## src/rtl/ring_ovr_pkg.sv

```systemverilog
package ring_ovr_pkg;

    typedef enum logic {
        PROD_FILL   = 1'b0,
        PROD_FROZEN = 1'b1
    } prod_mode_e;

    typedef enum logic {
        CONS_IDLE = 1'b0,
        CONS_RUN  = 1'b1
    } cons_mode_e;

    // One step forward around a ring of the given depth.
    function automatic int unsigned ring_next(int unsigned idx, int unsigned depth);
        return (idx + 1 >= depth) ? 0 : idx + 1;
    endfunction

    // Number of forward steps from 'from' to 'to'.
    function automatic int unsigned ring_dist(int unsigned from, int unsigned to,
                                              int unsigned depth);
        return (to >= from) ? (to - from) : (to + depth - from);
    endfunction

    // Saturating occupancy update.
    function automatic int unsigned occ_step(int unsigned occ, logic up, logic dn,
                                             int unsigned depth);
        if (up && !dn) return (occ >= depth) ? depth : occ + 1;
        if (dn && !up) return (occ == 0) ? 0 : occ - 1;
        return occ;
    endfunction

endpackage

```

## src/rtl/orc_prod_gate.sv

```systemverilog
module orc_prod_gate
    import ring_ovr_pkg::*;
#(
    parameter int unsigned CNT_W = 3
) (
    input  logic             clk,
    input  logic             rst,
    input  logic [CNT_W-1:0] occ,
    input  logic [CNT_W-1:0] thr_stop,
    input  logic [CNT_W-1:0] thr_start,
    input  logic             ovr_clr,
    output logic             fill_allow,
    output logic             resume,
    output logic             frozen,
    output logic             sticky
);
    prod_mode_e mode;
    logic       freeze_evt;

    always_comb begin
        frozen     = (mode == PROD_FROZEN);
        fill_allow = (mode == PROD_FILL) && (occ < thr_stop);
        freeze_evt = (mode == PROD_FILL) && (occ >= thr_stop);
        resume     = (mode == PROD_FROZEN) && (occ <= thr_start);
    end

    always_ff @(posedge clk) begin
        if (rst) begin
            mode   <= PROD_FILL;
            sticky <= 1'b0;
        end else begin
            if (freeze_evt)  mode <= PROD_FROZEN;
            else if (resume) mode <= PROD_FILL;
            if (freeze_evt)   sticky <= 1'b1;
            else if (ovr_clr) sticky <= 1'b0;
        end
    end
endmodule

```

## src/rtl/orc_cons_gate.sv

```systemverilog
module orc_cons_gate
    import ring_ovr_pkg::*;
#(
    parameter int unsigned CNT_W = 3
) (
    input  logic             clk,
    input  logic             rst,
    input  logic [CNT_W-1:0] occ,
    input  logic [CNT_W-1:0] thr_start,
    input  logic [CNT_W-1:0] thr_stop,
    output logic             running
);
    cons_mode_e mode;

    assign running = (mode == CONS_RUN);

    always_ff @(posedge clk) begin
        if (rst) begin
            mode <= CONS_IDLE;
        end else begin
            case (mode)
                CONS_IDLE: if (occ >= thr_start) mode <= CONS_RUN;
                CONS_RUN:  if (occ <= thr_stop)  mode <= CONS_IDLE;
                default:   mode <= CONS_IDLE;
            endcase
        end
    end
endmodule

```

## src/rtl/orc_ring_state.sv

```systemverilog
module orc_ring_state
    import ring_ovr_pkg::*;
#(
    parameter int unsigned DEPTH = 7,
    parameter int unsigned IDX_W = 3,
    parameter int unsigned CNT_W = 3
) (
    input  logic             clk,
    input  logic             rst,
    input  logic             fill_req,
    input  logic             fill_eosf,
    input  logic             fill_allow,
    input  logic             drain_req,
    input  logic             cons_running,
    input  logic             resume,
    output logic             fill_ack,
    output logic             drain_ack,
    output logic [IDX_W-1:0] prod_ptr,
    output logic [IDX_W-1:0] cons_ptr,
    output logic [CNT_W-1:0] occ
);
    logic [DEPTH-1:0] valid_q, valid_n;
    logic [IDX_W-1:0] eosf_q, eosf_n;
    logic [IDX_W-1:0] prod_n, cons_n;
    logic [CNT_W-1:0] occ_n;
    int unsigned      tgt;
    int unsigned      npart;
    int unsigned      live;

    assign fill_ack  = fill_req && fill_allow && !valid_q[prod_ptr];
    assign drain_ack = drain_req && cons_running && valid_q[cons_ptr];

    always_comb begin
        valid_n = valid_q;
        prod_n  = prod_ptr;
        cons_n  = cons_ptr;
        eosf_n  = eosf_q;
        tgt     = 0;
        npart   = 0;
        live    = 0;
        if (fill_ack) begin
            valid_n[prod_ptr] = 1'b1;
            prod_n = IDX_W'(ring_next(int'(prod_ptr), DEPTH));
            if (fill_eosf) eosf_n = prod_ptr;
        end
        if (drain_ack) begin
            valid_n[cons_ptr] = 1'b0;
            cons_n = IDX_W'(ring_next(int'(cons_ptr), DEPTH));
        end
        occ_n = CNT_W'(occ_step(int'(occ), fill_ack, drain_ack, DEPTH));
        if (resume) begin
            // Discard the partial superframe and rewind to its first entry.
            tgt   = ring_next(int'(eosf_q), DEPTH);
            npart = ring_dist(tgt, int'(prod_ptr), DEPTH);
            for (int i = 0; i < DEPTH; i++) begin
                if (ring_dist(tgt, i, DEPTH) < npart) valid_n[i] = 1'b0;
            end
            if (ring_dist(tgt, int'(cons_n), DEPTH) <= npart) cons_n = IDX_W'(tgt);
            prod_n = IDX_W'(tgt);
            for (int i = 0; i < DEPTH; i++) begin
                if (valid_n[i]) live = live + 1;
            end
            occ_n = CNT_W'(live);
        end
    end

    always_ff @(posedge clk) begin
        if (rst) begin
            valid_q  <= '0;
            prod_ptr <= '0;
            cons_ptr <= '0;
            eosf_q   <= IDX_W'(DEPTH - 1);
            occ      <= '0;
        end else begin
            valid_q  <= valid_n;
            prod_ptr <= prod_n;
            cons_ptr <= cons_n;
            eosf_q   <= eosf_n;
            occ      <= occ_n;
        end
    end
endmodule

```

## src/rtl/ring_overrun_ctrl.sv

```systemverilog
module ring_overrun_ctrl
    import ring_ovr_pkg::*;
#(
    parameter int unsigned DEPTH = 7,
    localparam int unsigned IDX_W = (DEPTH > 1) ? $clog2(DEPTH) : 1,
    localparam int unsigned CNT_W = $clog2(DEPTH + 1)
) (
    input  logic             clk,
    input  logic             rst,
    input  logic [CNT_W-1:0] thr_cons_start,
    input  logic [CNT_W-1:0] thr_cons_stop,
    input  logic [CNT_W-1:0] thr_prod_stop,
    input  logic [CNT_W-1:0] thr_prod_start,
    input  logic             ovr_clr,
    input  logic             fill_req,
    input  logic             fill_eosf,
    output logic             fill_ack,
    output logic [IDX_W-1:0] fill_idx,
    input  logic             drain_req,
    output logic             drain_ack,
    output logic [IDX_W-1:0] drain_idx,
    output logic [CNT_W-1:0] occupancy,
    output logic             cons_running,
    output logic             prod_frozen,
    output logic             resync,
    output logic             ovr_sticky
);
    logic fill_allow;

    orc_prod_gate #(.CNT_W(CNT_W)) i_prod_gate (
        .clk        (clk),
        .rst        (rst),
        .occ        (occupancy),
        .thr_stop   (thr_prod_stop),
        .thr_start  (thr_prod_start),
        .ovr_clr    (ovr_clr),
        .fill_allow (fill_allow),
        .resume     (resync),
        .frozen     (prod_frozen),
        .sticky     (ovr_sticky)
    );

    orc_cons_gate #(.CNT_W(CNT_W)) i_cons_gate (
        .clk       (clk),
        .rst       (rst),
        .occ       (occupancy),
        .thr_start (thr_cons_start),
        .thr_stop  (thr_cons_stop),
        .running   (cons_running)
    );

    orc_ring_state #(.DEPTH(DEPTH), .IDX_W(IDX_W), .CNT_W(CNT_W)) i_ring_state (
        .clk          (clk),
        .rst          (rst),
        .fill_req     (fill_req),
        .fill_eosf    (fill_eosf),
        .fill_allow   (fill_allow),
        .drain_req    (drain_req),
        .cons_running (cons_running),
        .resume       (resync),
        .fill_ack     (fill_ack),
        .drain_ack    (drain_ack),
        .prod_ptr     (fill_idx),
        .cons_ptr     (drain_idx),
        .occ          (occupancy)
    );
endmodule

```

## config.mk

```make
export PLATFORM = sky130hd
export DESIGN_NAME = ring_overrun_ctrl
export DESIGN_NICKNAME = d
export VERILOG_FILES = /design/src/rtl/ring_ovr_pkg.sv /design/src/rtl/orc_prod_gate.sv /design/src/rtl/orc_cons_gate.sv /design/src/rtl/orc_ring_state.sv /design/src/rtl/ring_overrun_ctrl.sv
export SDC_FILE = /design/constraint.sdc
export NUM_CORES = 1
export LEC_CHECK = 0
export ABC_AREA = 1
export ABC_CLOCK_PERIOD_IN_PS = 7540
export BUFFER_PORTS_ARGS = -buffer_cell sky130_fd_sc_hd__buf_2
export CORE_MARGIN = 3
export CORE_UTILIZATION = 35
export DETAILED_ROUTE_END_ITERATION = 8
export SLEW_MARGIN = 0
export SYNTH_ARGS = -nofsm -noshare
export SYNTH_HDL_FRONTEND = slang
export SYNTH_SLANG_ARGS = --single-unit
```

## constraint.sdc

```tcl
create_clock -name clk -period 7.54 [get_ports clk]
set_clock_uncertainty 0.15 [all_clocks]
set_input_delay 0.377 -clock clk [delete_from_list [all_inputs] [get_ports clk]]
set_output_delay 0.377 -clock clk [all_outputs]
set_load 0.01 [all_outputs]
```

Word-level counts from Yosys, hierarchy flattened
Index checks and enable logic that the tools add are counted.
Word-level totals
  register bits: 22
  word-level logic and storage cells: 166
  input port bits: 18
Operators by class
  reductions and logical operators: 20
  bitwise logic cells: 5
  add/subtract/negate cells: 31
  order comparisons: 30
  muxes and demuxes: 72
Operator list (count)
  $mux W32: 10
  $lt A32 B32 Y1: 7
  $sub A4 B32 Y32 const A: 6
  $sub A3 B32 Y32 const A: 4
  $ge A3 B32 Y1 const A: 3
  $mux W3: 26
  $ge A1 B32 Y1 const A: 2
  $ge A2 B32 Y1 const A: 2
  $ge A3 B32 Y1: 2
  $sub A1 B32 Y32 const A: 2
  $sub A2 B32 Y32 const A: 2
  $sub A3 B32 Y32: 2
  $sub A32 B32 Y32: 2
  $ge A32 B3 Y1 const B: 1
  $le A32 B32 Y1: 1
  $mux W1: 28
  $add A3 B1 Y3 const B: 7
  $mux W7: 3
  $add A3 B1 Y4 const B: 3
  $logic_and A1 B1 Y1: 11
  $add A3 B3 Y4 const B: 2
  $ge A4 B3 Y1 const B: 2
  $lt A3 B4 Y1 const B: 2
  $and A7 B7 Y7: 1
  17 further kinds: 27

Depth between registers and ports, before layout
Gate-level depths: netlist of run 1.
  depth after elaboration: 30
  depth in mapped cells: 45
  mapped depth without buffers: 45

Modules after synthesis
From an unflattened synthesis of run 1, not the netlist that was laid out.
Second synthesis, totals
  cell total of the unflattened synthesis: 658
  area total of the unflattened synthesis: 4272.8 µm²
By module, submodules not included
  orc_ring_state: cells each 594, instances 1, seq. area each 380.4 µm², area each 3848.7 µm²
  orc_prod_gate: cells each 34, instances 1, seq. area each 40.0 µm², area each 232.7 µm²
  orc_cons_gate: cells each 30, instances 1, seq. area each 20.0 µm², area each 191.4 µm²

Worst setup path before layout of run 1
No wires, ideal clock.
  path kind: reg-to-reg
  start point: register i_ring_state.eosf_q[1]
  end point: register i_ring_state.occ[2]
  path slack: 1.035 ns
  setup time: 0.120 ns
  arrival: 6.235 ns
  clock period less this slack: 6.505 ns
  stages on the path, launching flop included: 40
  cells stage by stage: dfxtp_1 -> ha_1 -> inv_1 -> nand2_2 -> and2_1 -> nand3_1 -> ha_1 -> nand2_1 -> nand2_1 -> a31o_2 -> fa_1 -> mux2i_1 -> ha_1 -> a21oi_1 -> nand2_1 -> nand2_1 -> nand2_1 -> nand2_1 -> (+4 left out) -> nand2_4 -> inv_1 -> ha_1 -> nand2_1 -> nand2_1 -> ha_1 -> or2_2 -> and2_1 -> ha_1 -> nand2_1 -> nand2_1 -> ha_1 -> nand3_1 -> nand3_1 -> nand2_1 -> nand2_1 -> nand3_1 -> a21oi_1
On the way
  longest elaborated chain between the ends: 28
  elaborated cells on any way between the ends: 76
RTL lines
  from (decl): RTL line orc_ring_state.sv:23  | logic [IDX_W-1:0] eosf_q, eosf_n;
  from (signal assigned): RTL line orc_ring_state.sv:72  | eosf_q <= IDX_W'(DEPTH - 1);
  from (signal assigned): RTL line orc_ring_state.sv:78  | eosf_q <= eosf_n;
  $add A3 B1 Y4 (*): RTL line ring_ovr_pkg.sv:15  | return (idx + 1 >= depth) ? 0 : idx + 1;
  $ge A32 B3 Y1: RTL line ring_ovr_pkg.sv:15
  $mux W32 (*): RTL line ring_ovr_pkg.sv:15
  $sub A3 B32 Y32 (tied with other cells): RTL line ring_ovr_pkg.sv:21  | return (to >= from) ? (to - from) : (to + depth - from);
  $mux W32: RTL line ring_ovr_pkg.sv:21
  $lt A32 B32 Y1: RTL line orc_ring_state.sv:56  | if (ring_dist(tgt, i, DEPTH) < npart) valid_n[i] = 1'b0;
  $mux W1: RTL line orc_ring_state.sv:56
  $mux W1: RTL line orc_ring_state.sv:51  | if (resume) begin
  (+12 left out)
  $mux W3: RTL line orc_ring_state.sv:61  | if (valid_n[i]) live = live + 1;
  $mux W3: RTL line orc_ring_state.sv:51
  $add A3 B1 Y3: RTL line orc_ring_state.sv:61
  $mux W3: RTL line orc_ring_state.sv:61
  $mux W3: RTL line orc_ring_state.sv:51
  $add A3 B1 Y3: RTL line orc_ring_state.sv:61
  $mux W3 (*): RTL line orc_ring_state.sv:61
  $mux W3 (*): RTL line orc_ring_state.sv:51
  to (signal assigned): RTL line orc_ring_state.sv:79  | occ <= occ_n;
  to (decl): RTL line orc_ring_state.sv:20  | output logic [CNT_W-1:0] occ
Every way passes the cells marked *; elsewhere a longest branch is shown, timed or not. The select of a mux whose other input is x is not followed.
A chain may end at the register's enable or synchronous reset.

Worst setup path in the final report of run 1
  start point: register i_ring_state.eosf_q[0]
  end point: register i_ring_state.occ[2]
Same word-level chain as after synthesis.

==> results of run 1 <==
-- final cells by class --
class	instances	area (sq um)	area share, %
Sequential cell	22	440	7.82
Timing Repair Buffer	39	213	3.78
Multi-Input combinational cell	644	4160	73.9
Tap cell	180	225	4.00
Clock buffer	3	75.1	1.33
Inverter	136	518	9.19
-- logic make-up (layout without fill, tap and decap cells) --
kind of cell	after synthesis	count (layout)	share of synthesized area, %
other	2	25	0.147
xor gates and xnor gates	9	9	1.54
AOI/OAI and AO/OA	146	146	17.1
buffers and inverters	148	178	11.7
and+or+nand+nor	343	343	30.5
muxes	2	2	0.392
adders and majority gates	119	119	30.0
DFF	22	22	8.61
-- per-layer routing --
layer | up-vias | part of all wire, % | wire, microns | global-route usage [%]
met1 | 2149 | 53 | 6670 | 23.5
li1 | 2680 | - | - | -
met4 | 0 | 0.58 | 73 | 2.33
met5 | - | 0 | 0 | 0
met3 | 4 | 3.4 | 427 | 0.758
met2 | 81 | 43 | 5510 | 25.2
-- flip-flops by register name, summed over array words and instances, names as in the netlist --
signal                 flops
i_ring_state.eosf_q        3
i_ring_state.occ           3
i_ring_state.prod_ptr      3
i_ring_state.valid_q       7
i_prod_gate.frozen         1
i_prod_gate.sticky         1
i_ring_state.cons_ptr      3
i_cons_gate.running        1
-- cells in the final DEF, fill, tap and decap left out, types with 6 or more instances in the layout --
| cell type | n |
|---|---|
| a21oi_1 | 40 |
| buf_2 | 32 |
| buf_4 | 7 |
| conb_1 | 25 |
| dfxtp_1 | 22 |
| fa_1 | 6 |
| ha_1 | 113 |
| inv_1 | 124 |
| inv_2 | 10 |
| nand2_1 | 200 |
| nand2_2 | 17 |
| nand2_4 | 6 |
| nand3_1 | 54 |
| nand3_2 | 6 |
| nand4_1 | 7 |
| nor2_1 | 37 |
| o211ai_1 | 10 |
| o21ai_0 | 53 |
| o21ai_1 | 10 |
| xor2_1 | 7 |
-- worst max-delay path, delay by kind of cell, from the launching register on --
family          cells  cell delay, ps
buf+inv             7             670
compound gates      2             860
fa+ha+maj           9            2530
simple gates       22            2180
flops               1             380
-- path summary, 6_finish.rpt --
path	slack (ps)	startpoint	depth (start not counted)	endpoint
setup / recovery	660	i_ring_state.eosf_q[0]	40	i_ring_state.occ[2]
hold reg to reg	310	i_prod_gate.sticky	2	i_prod_gate.sticky
hold / removal	220	ovr_clr	4	i_prod_gate.sticky
setup reg to reg	660	i_ring_state.eosf_q[0]	40	i_ring_state.occ[2]
-- metrics by stage --
stage / instances / hold slack [ps] / util, %
floorplan: 814 / 296 / -
global placement: 1021 / 303 / 39.4
detailed placement: 1021 / 305 / 39.4
CTS: 1024 / 217 / 40.0
global route: 1024 / 241 / 40.0
finish: 1024 / 220 / 40.0
==> flow_summary.toml, run 1 <==
[clock_tree]
cts_setup_buffers = 0
clockBufferDepth = 2
cts_hold_buf = 0
numCtsBuffers = 3
cts_resized = 0
cts_num_sinks = 22
clkTransAtPathRegs_ps = 60
clk-insertion-delay-late_ps = 250
clockRootBuffer = "clkbuf_16"
htreeDepth = 1
cts_tree = "done"

[layout]
drive_above_1_share_pct = 11.8
nFillCells = 1524
design_area_sq_um = 5630
layout.nets = 983
area_delta_synth_final_pct = 10.2
antenna_cells = 0

[place]
dp_hpwl_microns = 10500
preCtsSetupSlack_ps = 645
gp_congestion = 0.850
portBuffers = 32
place_area_sq_um = 5560

[logic_synthesis]
yosys_warnings = 0
synth_edf_count = 0
async_flop_share_pct = 0
synthCells = 791
ys_ff_latch = 22
ys.flop_type = "dfxtp_1"
yosys.area.top_type = "ha_1"
synth.distinct_cells = 51
syn_area_sq_um = 5110
yosysMostFrequentCell = "nand2_1"
ys_seq_area_share_pct = 8.61
avgSynthCellArea_sq_um = 6.46
synthTopCellsByArea = "ha_1 28%, nand2_1 15%, inv_1 9.1%"
synth_common_cells = "200 x nand2_1, 124 x inv_1, 113 x ha_1"
synth_top_area_share_pct = 27.6

[drt]
ant_nets = 0
drt_iter0_markers = 306
dr.pass1.iters = 5
vias = 4914
drcViolationCount = 0
wl_per_cell_microns = 12.4
drt-total-wl_microns = 12700
post_drt_via_cell_ratio = 4.80

[timing]
worst_slack_ps = 662
setup_violations = 0
slew_violations = 0
rsz0062_at_grt = "no"
tns_ps = 0
period_share_pct = 91.2
slew_headroom_pct = 31.0
tightest_slew_ps = 1030
min_period_ps = 6880
hold_viol_final = 0
fmax_mhz = 145

[critical_path]
required_ps = 7530
crit_path_max_incr_delay_ps = 780
start_kind = "flop"
crit_slowest_cell = "a31oi_1"
critical_path_class = "flop to flop"
crit_fanout = 16
worstSetupEndpointType = "flop"
crit_arrival_ps = 6870
cp_common_cell = "nand2_1"

[floorplanning]
io_pins = 33
die_h_microns = 127
rows = 43
coreArea_sq_um = 14100
dieArea_sq_um = 16100
start_util_pct = 36.3
die_x_microns = 127

[grt]
antenna_found_initial = 0
track_usage_pct = 15.7
grt_first_pass_wirelength_microns = 21300
grt_max_degree = 17
grt_pass1_vias = 4354
grt_overflow = 0

[hold_path]
hold_path_class = "input port to flop"

[run]
maxCapViolCount = 0

[outcome]
status = "finished, final reports clean"
Power of run 1 is left out: the tool's default activity adds up to more than one toggle a clock period on the data nets, which glitch-free logic cannot reach.
==> run 2: changes to the inputs <==
--- a/config.mk
+++ b/config.mk
@@ -8,9 +8,11 @@
 export ABC_AREA = 1
 export ABC_CLOCK_PERIOD_IN_PS = 7540
 export BUFFER_PORTS_ARGS = -buffer_cell sky130_fd_sc_hd__buf_2
-export CORE_MARGIN = 3
+export CELL_PAD_IN_SITES_DETAIL_PLACEMENT = 1
+export CELL_PAD_IN_SITES_GLOBAL_PLACEMENT = 2
 export CORE_UTILIZATION = 35
 export DETAILED_ROUTE_END_ITERATION = 8
+export PLACE_DENSITY_LB_ADDON = 0.1
 export SLEW_MARGIN = 0
 export SYNTH_ARGS = -nofsm -noshare
 export SYNTH_HDL_FRONTEND = slang
==> flow_summary.toml, run 2 (synthesis gave the netlist of run 1 again) <==
[floorplanning]
die_h_microns = 123
die_x_microns = 123
start_util_pct = 36.4
io_pins = 33
rows = 43
coreArea_sq_um = 14000
dieArea_sq_um = 15100

[layout]
multi_input_area_sq_um = 4160
largest_reg_flops = 7
layout.nets = 983
antenna_cells = 0
final_common_cell = "nand2_1"
final-seq-area_sq_um = 440
drive_above_1_share_pct = 12.0
largest-register = "i_ring_state.valid_q"
design_area_sq_um = 5660
area_delta_synth_final_pct = 10.8
nFillCells = 1879
final_cell_mix = "200 x nand2_1, 124 x inv_1, 113 x ha_1, 54 x nand3_1, 53 x o21ai_0"
fin_cells = 1025

[critical_path]
required_ps = 7540
crit_fanout = 12
worstSetupEndpointType = "flop"
reg2reg_to = "i_ring_state.occ[2]"
start_kind = "flop"
r2r_start = "i_ring_state.prod_ptr[0]"
r2r_slack_ps = 840
crit_slowest_cell = "dfxtp_1"
critical_path_class = "flop to flop"
crit_arrival_ps = 6700
worstRegToRegCells = 37
cp_common_cell = "nand2_1"
crit_path_max_incr_delay_ps = 570

[timing]
tightest_slew_ps = 865
hold_viol_final = 0
slew_headroom_pct = 42.0
fmax_mhz = 149
period_share_pct = 88.9
setup_violations = 0
min_period_ps = 6700
rsz0062_at_grt = "no"
tns_ps = 0
slew_violations = 0

[clock_tree]
clockBufferDepth = 2
clk-insertion-delay-late_ps = 260
clkTransAtPathRegs_ps = 70
cts_tree = "done"
clockRootBuffer = "clkbuf_16"
cts_hold_buf = 0
htreeDepth = 1
cts_num_sinks = 22
cts_setup_buffers = 0
cts_resized = 0
numCtsBuffers = 3

[grt]
grt_first_pass_wirelength_microns = 26700
track_usage_pct = 22.3
grt_pass1_vias = 5356
antenna_found_initial = 0
grt_max_degree = 20
grt_overflow = 0

[place]
dp_cells = 1021
portBuffers = 32
place_area_sq_um = 5560
gp_congestion = 0.830
dp_hpwl_microns = 13600

[hold_path]
hold_end = "i_prod_gate.sticky"
hold_path_class = "input port to flop"
holdPathStages = 4
min_from = "ovr_clr"

[drt]
vias = 5210
drt_iter0_markers = 189
drcViolationCount = 0
dr.pass1.iters = 4
post_drt_via_cell_ratio = 5.08
wl_per_cell_microns = 15.6
ant_nets = 0
drt-total-wl_microns = 16000

[run]
maxCapViolCount = 0

[outcome]
status = "finished, final reports clean"
run 2: through the flow:
| step | worst slack [ps] | hold slack [ps] | utilization (%) |
|---|---|---|---|
| 4_1_cts | 779 | 217 | 40.3 |
| 6_report | 840 | 217 | 40.3 |
| 3_5_place_dp | 797 | 313 | 39.6 |
| 2_1_floorplan | 1040 | 296 | - |
| 3_3_place_gp | 1060 | 300 | 39.6 |
| 5_1_grt | 251 | 238 | 40.3 |
run 2: layout make-up:
| type | count | area share [%] |
|---|---|---|
| Clock inverter | 1 | 0.530 |
| Sequential cell | 22 | 7.78 |
| Tap cell | 180 | 3.98 |
| Multi-Input combinational cell | 644 | 73.5 |
| Inverter | 136 | 9.15 |
| Timing Repair Buffer | 39 | 3.76 |
| Clock buffer | 3 | 1.33 |
run 2: worst max-delay path by stage:
stage / cells after the start / to / from / slack [ps]
5_1_grt: 37 / i_ring_state.occ[2] / i_ring_state.prod_ptr[0] / 250
3_3_place_gp: 37 / i_ring_state.occ[2] / i_ring_state.prod_ptr[0] / 1060
2_1_floorplan: 39 / i_ring_state.occ[2] / i_ring_state.eosf_q[1] / 1040
4_1_cts: 37 / i_ring_state.occ[2] / i_ring_state.prod_ptr[0] / 780
6_report: 37 / i_ring_state.occ[2] / i_ring_state.prod_ptr[0] / 840
3_5_place_dp: 37 / i_ring_state.occ[2] / i_ring_state.prod_ptr[0] / 800
run 2: critical path, delay by kind of cell, from the launching register on:
family / cells / cell delay [ps]
compound gates: 4 / 640
simple gates: 19 / 1970
xor+xnor: 1 / 150
buf+inv: 4 / 380
flops: 1 / 570
fa+ha+maj: 9 / 2740
run 2: layer usage:
metal | GRT usage, % | wire length [microns]
met5 | 0 | 0
met4 | 5.87 | 397
met3 | 1.12 | 342
met2 | 37.0 | 6990
met1 | 31.3 | 8240
Power of run 2 is left out for the same reason.
==> run 3: changes to the inputs <==
--- a/config.mk
+++ b/config.mk
@@ -12,7 +12,9 @@
 export CELL_PAD_IN_SITES_GLOBAL_PLACEMENT = 2
 export CORE_UTILIZATION = 35
 export DETAILED_ROUTE_END_ITERATION = 8
+export GPL_TIMING_DRIVEN = 0
 export PLACE_DENSITY_LB_ADDON = 0.1
+export REMOVE_ABC_BUFFERS = 1
 export SLEW_MARGIN = 0
 export SYNTH_ARGS = -nofsm -noshare
 export SYNTH_HDL_FRONTEND = slang
==> flow_summary.toml, run 3 (synthesis gave the netlist of run 1 again) <==
[floorplanning]
die_h_microns = 123
rows = 43
coreArea_sq_um = 14000
dieArea_sq_um = 15100
die_x_microns = 123
start_util_pct = 36.4
io_pins = 33

[layout]
nFillCells = 1881
layout.nets = 979
final_cell_mix = "199 x nand2_1, 123 x inv_1, 113 x ha_1, 53 x nand3_1, 52 x o21ai_0"
drive_above_1_share_pct = 12.2
largest-register = "i_ring_state.valid_q"
design_area_sq_um = 5680
largest_reg_flops = 7
area_delta_synth_final_pct = 11.0
fin_cells = 1021
antenna_cells = 0
final_common_cell = "nand2_1"

[place]
dp_cells = 1015
gp_congestion = 0.846
preCtsSetupSlack_ps = -724
place_area_sq_um = 5510
dp_hpwl_microns = 12900
portBuffers = 32

[timing]
tightest_slew_ps = 1060
slew_violations = 0
fmax_mhz = 144
worst_slack_ps = 582
setup_violations = 0
period_share_pct = 92.3
min_period_ps = 6960
tns_ps = 0
slew_headroom_pct = 29.0
hold_viol_final = 0
rsz0062_at_grt = "no"

[critical_path]
critical_path_class = "flop to flop"
startpoint = "i_ring_state.eosf_q[0]"
crit_arrival_ps = 6950
r2r_slack_ps = 580
start_kind = "flop"
crit_path_max_incr_delay_ps = 820
reg2reg_to = "i_ring_state.occ[2]"
worstRegToRegCells = 39
worstSetupEndpointType = "flop"
r2r_start = "i_ring_state.eosf_q[0]"
required_ps = 7540
crit_slowest_cell = "o21bai_1"
crit_fanout = 16
cp_common_cell = "nand2_1"

[grt]
grt_max_degree = 21
grt_first_pass_wirelength_microns = 26400
track_usage_pct = 22.2
antenna_found_initial = 0
grt_pass1_vias = 5323
grt_overflow = 0

[clock_tree]
cts_hold_buf = 0
clk-insertion-delay-late_ps = 260
clockBufferDepth = 2
cts_tree = "done"
clkTransAtPathRegs_ps = 60
cts_num_sinks = 22
clockRootBuffer = "clkbuf_16"
htreeDepth = 1
numCtsBuffers = 3

[hold_path]
min_from = "rst"
hold_path_class = "input port to flop"
hold_end = "i_ring_state.prod_ptr[0]"
holdPathStages = 2

[drt]
vias = 5196
dr.pass1.iters = 4
post_drt_via_cell_ratio = 5.09
ant_nets = 0
wl_per_cell_microns = 15.4
drcViolationCount = 0
drt-total-wl_microns = 15700
drt_iter0_markers = 175

[run]
maxCapViolCount = 0

[outcome]
status = "finished, final reports clean"
-- run 3: changes by cell type in the layout (fill, tap and decap cells not counted), sizes merged --
cell      change
clkinvlp      +1
bufinv        -1
inv           -1
buf           -4
clkbuf        +1
-- run 3: worst max path at each step --
stage	end	cells past startpoint	slack (ps)
2_1_floorplan	i_ring_state.occ[2]	39	1030
3_3_place_gp	i_ring_state.occ[2]	42	-570
3_5_place_dp	i_ring_state.occ[2]	41	-720
4_1_cts	i_ring_state.occ[2]	40	50
5_1_grt	i_ring_state.occ[2]	37	1
6_report	i_ring_state.occ[2]	39	580
-- run 3: layer usage --
metal	wire length [microns]	GRT usage [%]	vias to the layer above	share of wire (%)
li1	-	-	2674	-
met1	7850	30.2	2464	50
met2	7250	38.3	48	46
met3	313	1.72	10	2.0
met4	263	4.12	0	1.7
met5	0	0	-	0
-- run 3: critical path, delay by kind of cell (launching register included) --
family / cells / cell delay (ps)
AOI/OAI and AO/OA: 4 / 1070
adders and majority gates: 9 / 2410
buffers and inverters: 6 / 730
DFF: 1 / 350
and+or+nand+nor: 20 / 2140
-- run 3: metrics by stage --
stage	hold WS, ps	utilization (%)
3_3_place_gp	299	39.2
3_5_place_dp	326	39.3
4_1_cts	226	40.2
6_report	231	40.4
5_1_grt	242	40.4
2_1_floorplan	296	-
-- run 3: layout make-up --
cell class	count	area [sq um]	area share, %
multi-input combinational	644	4220	74.3
inverter	136	522	9.19
sequential	22	440	7.76
tap	180	225	3.97
timing repair buffer	35	183	3.22
clock buffer	4	88.8	1.56
-- run 3: timing repair --
item,CTS,global route
setup endpoints to repair,2,2
resized for setup,6,4
buffers inserted,0,2
Power of run 3 is left out for the same reason.
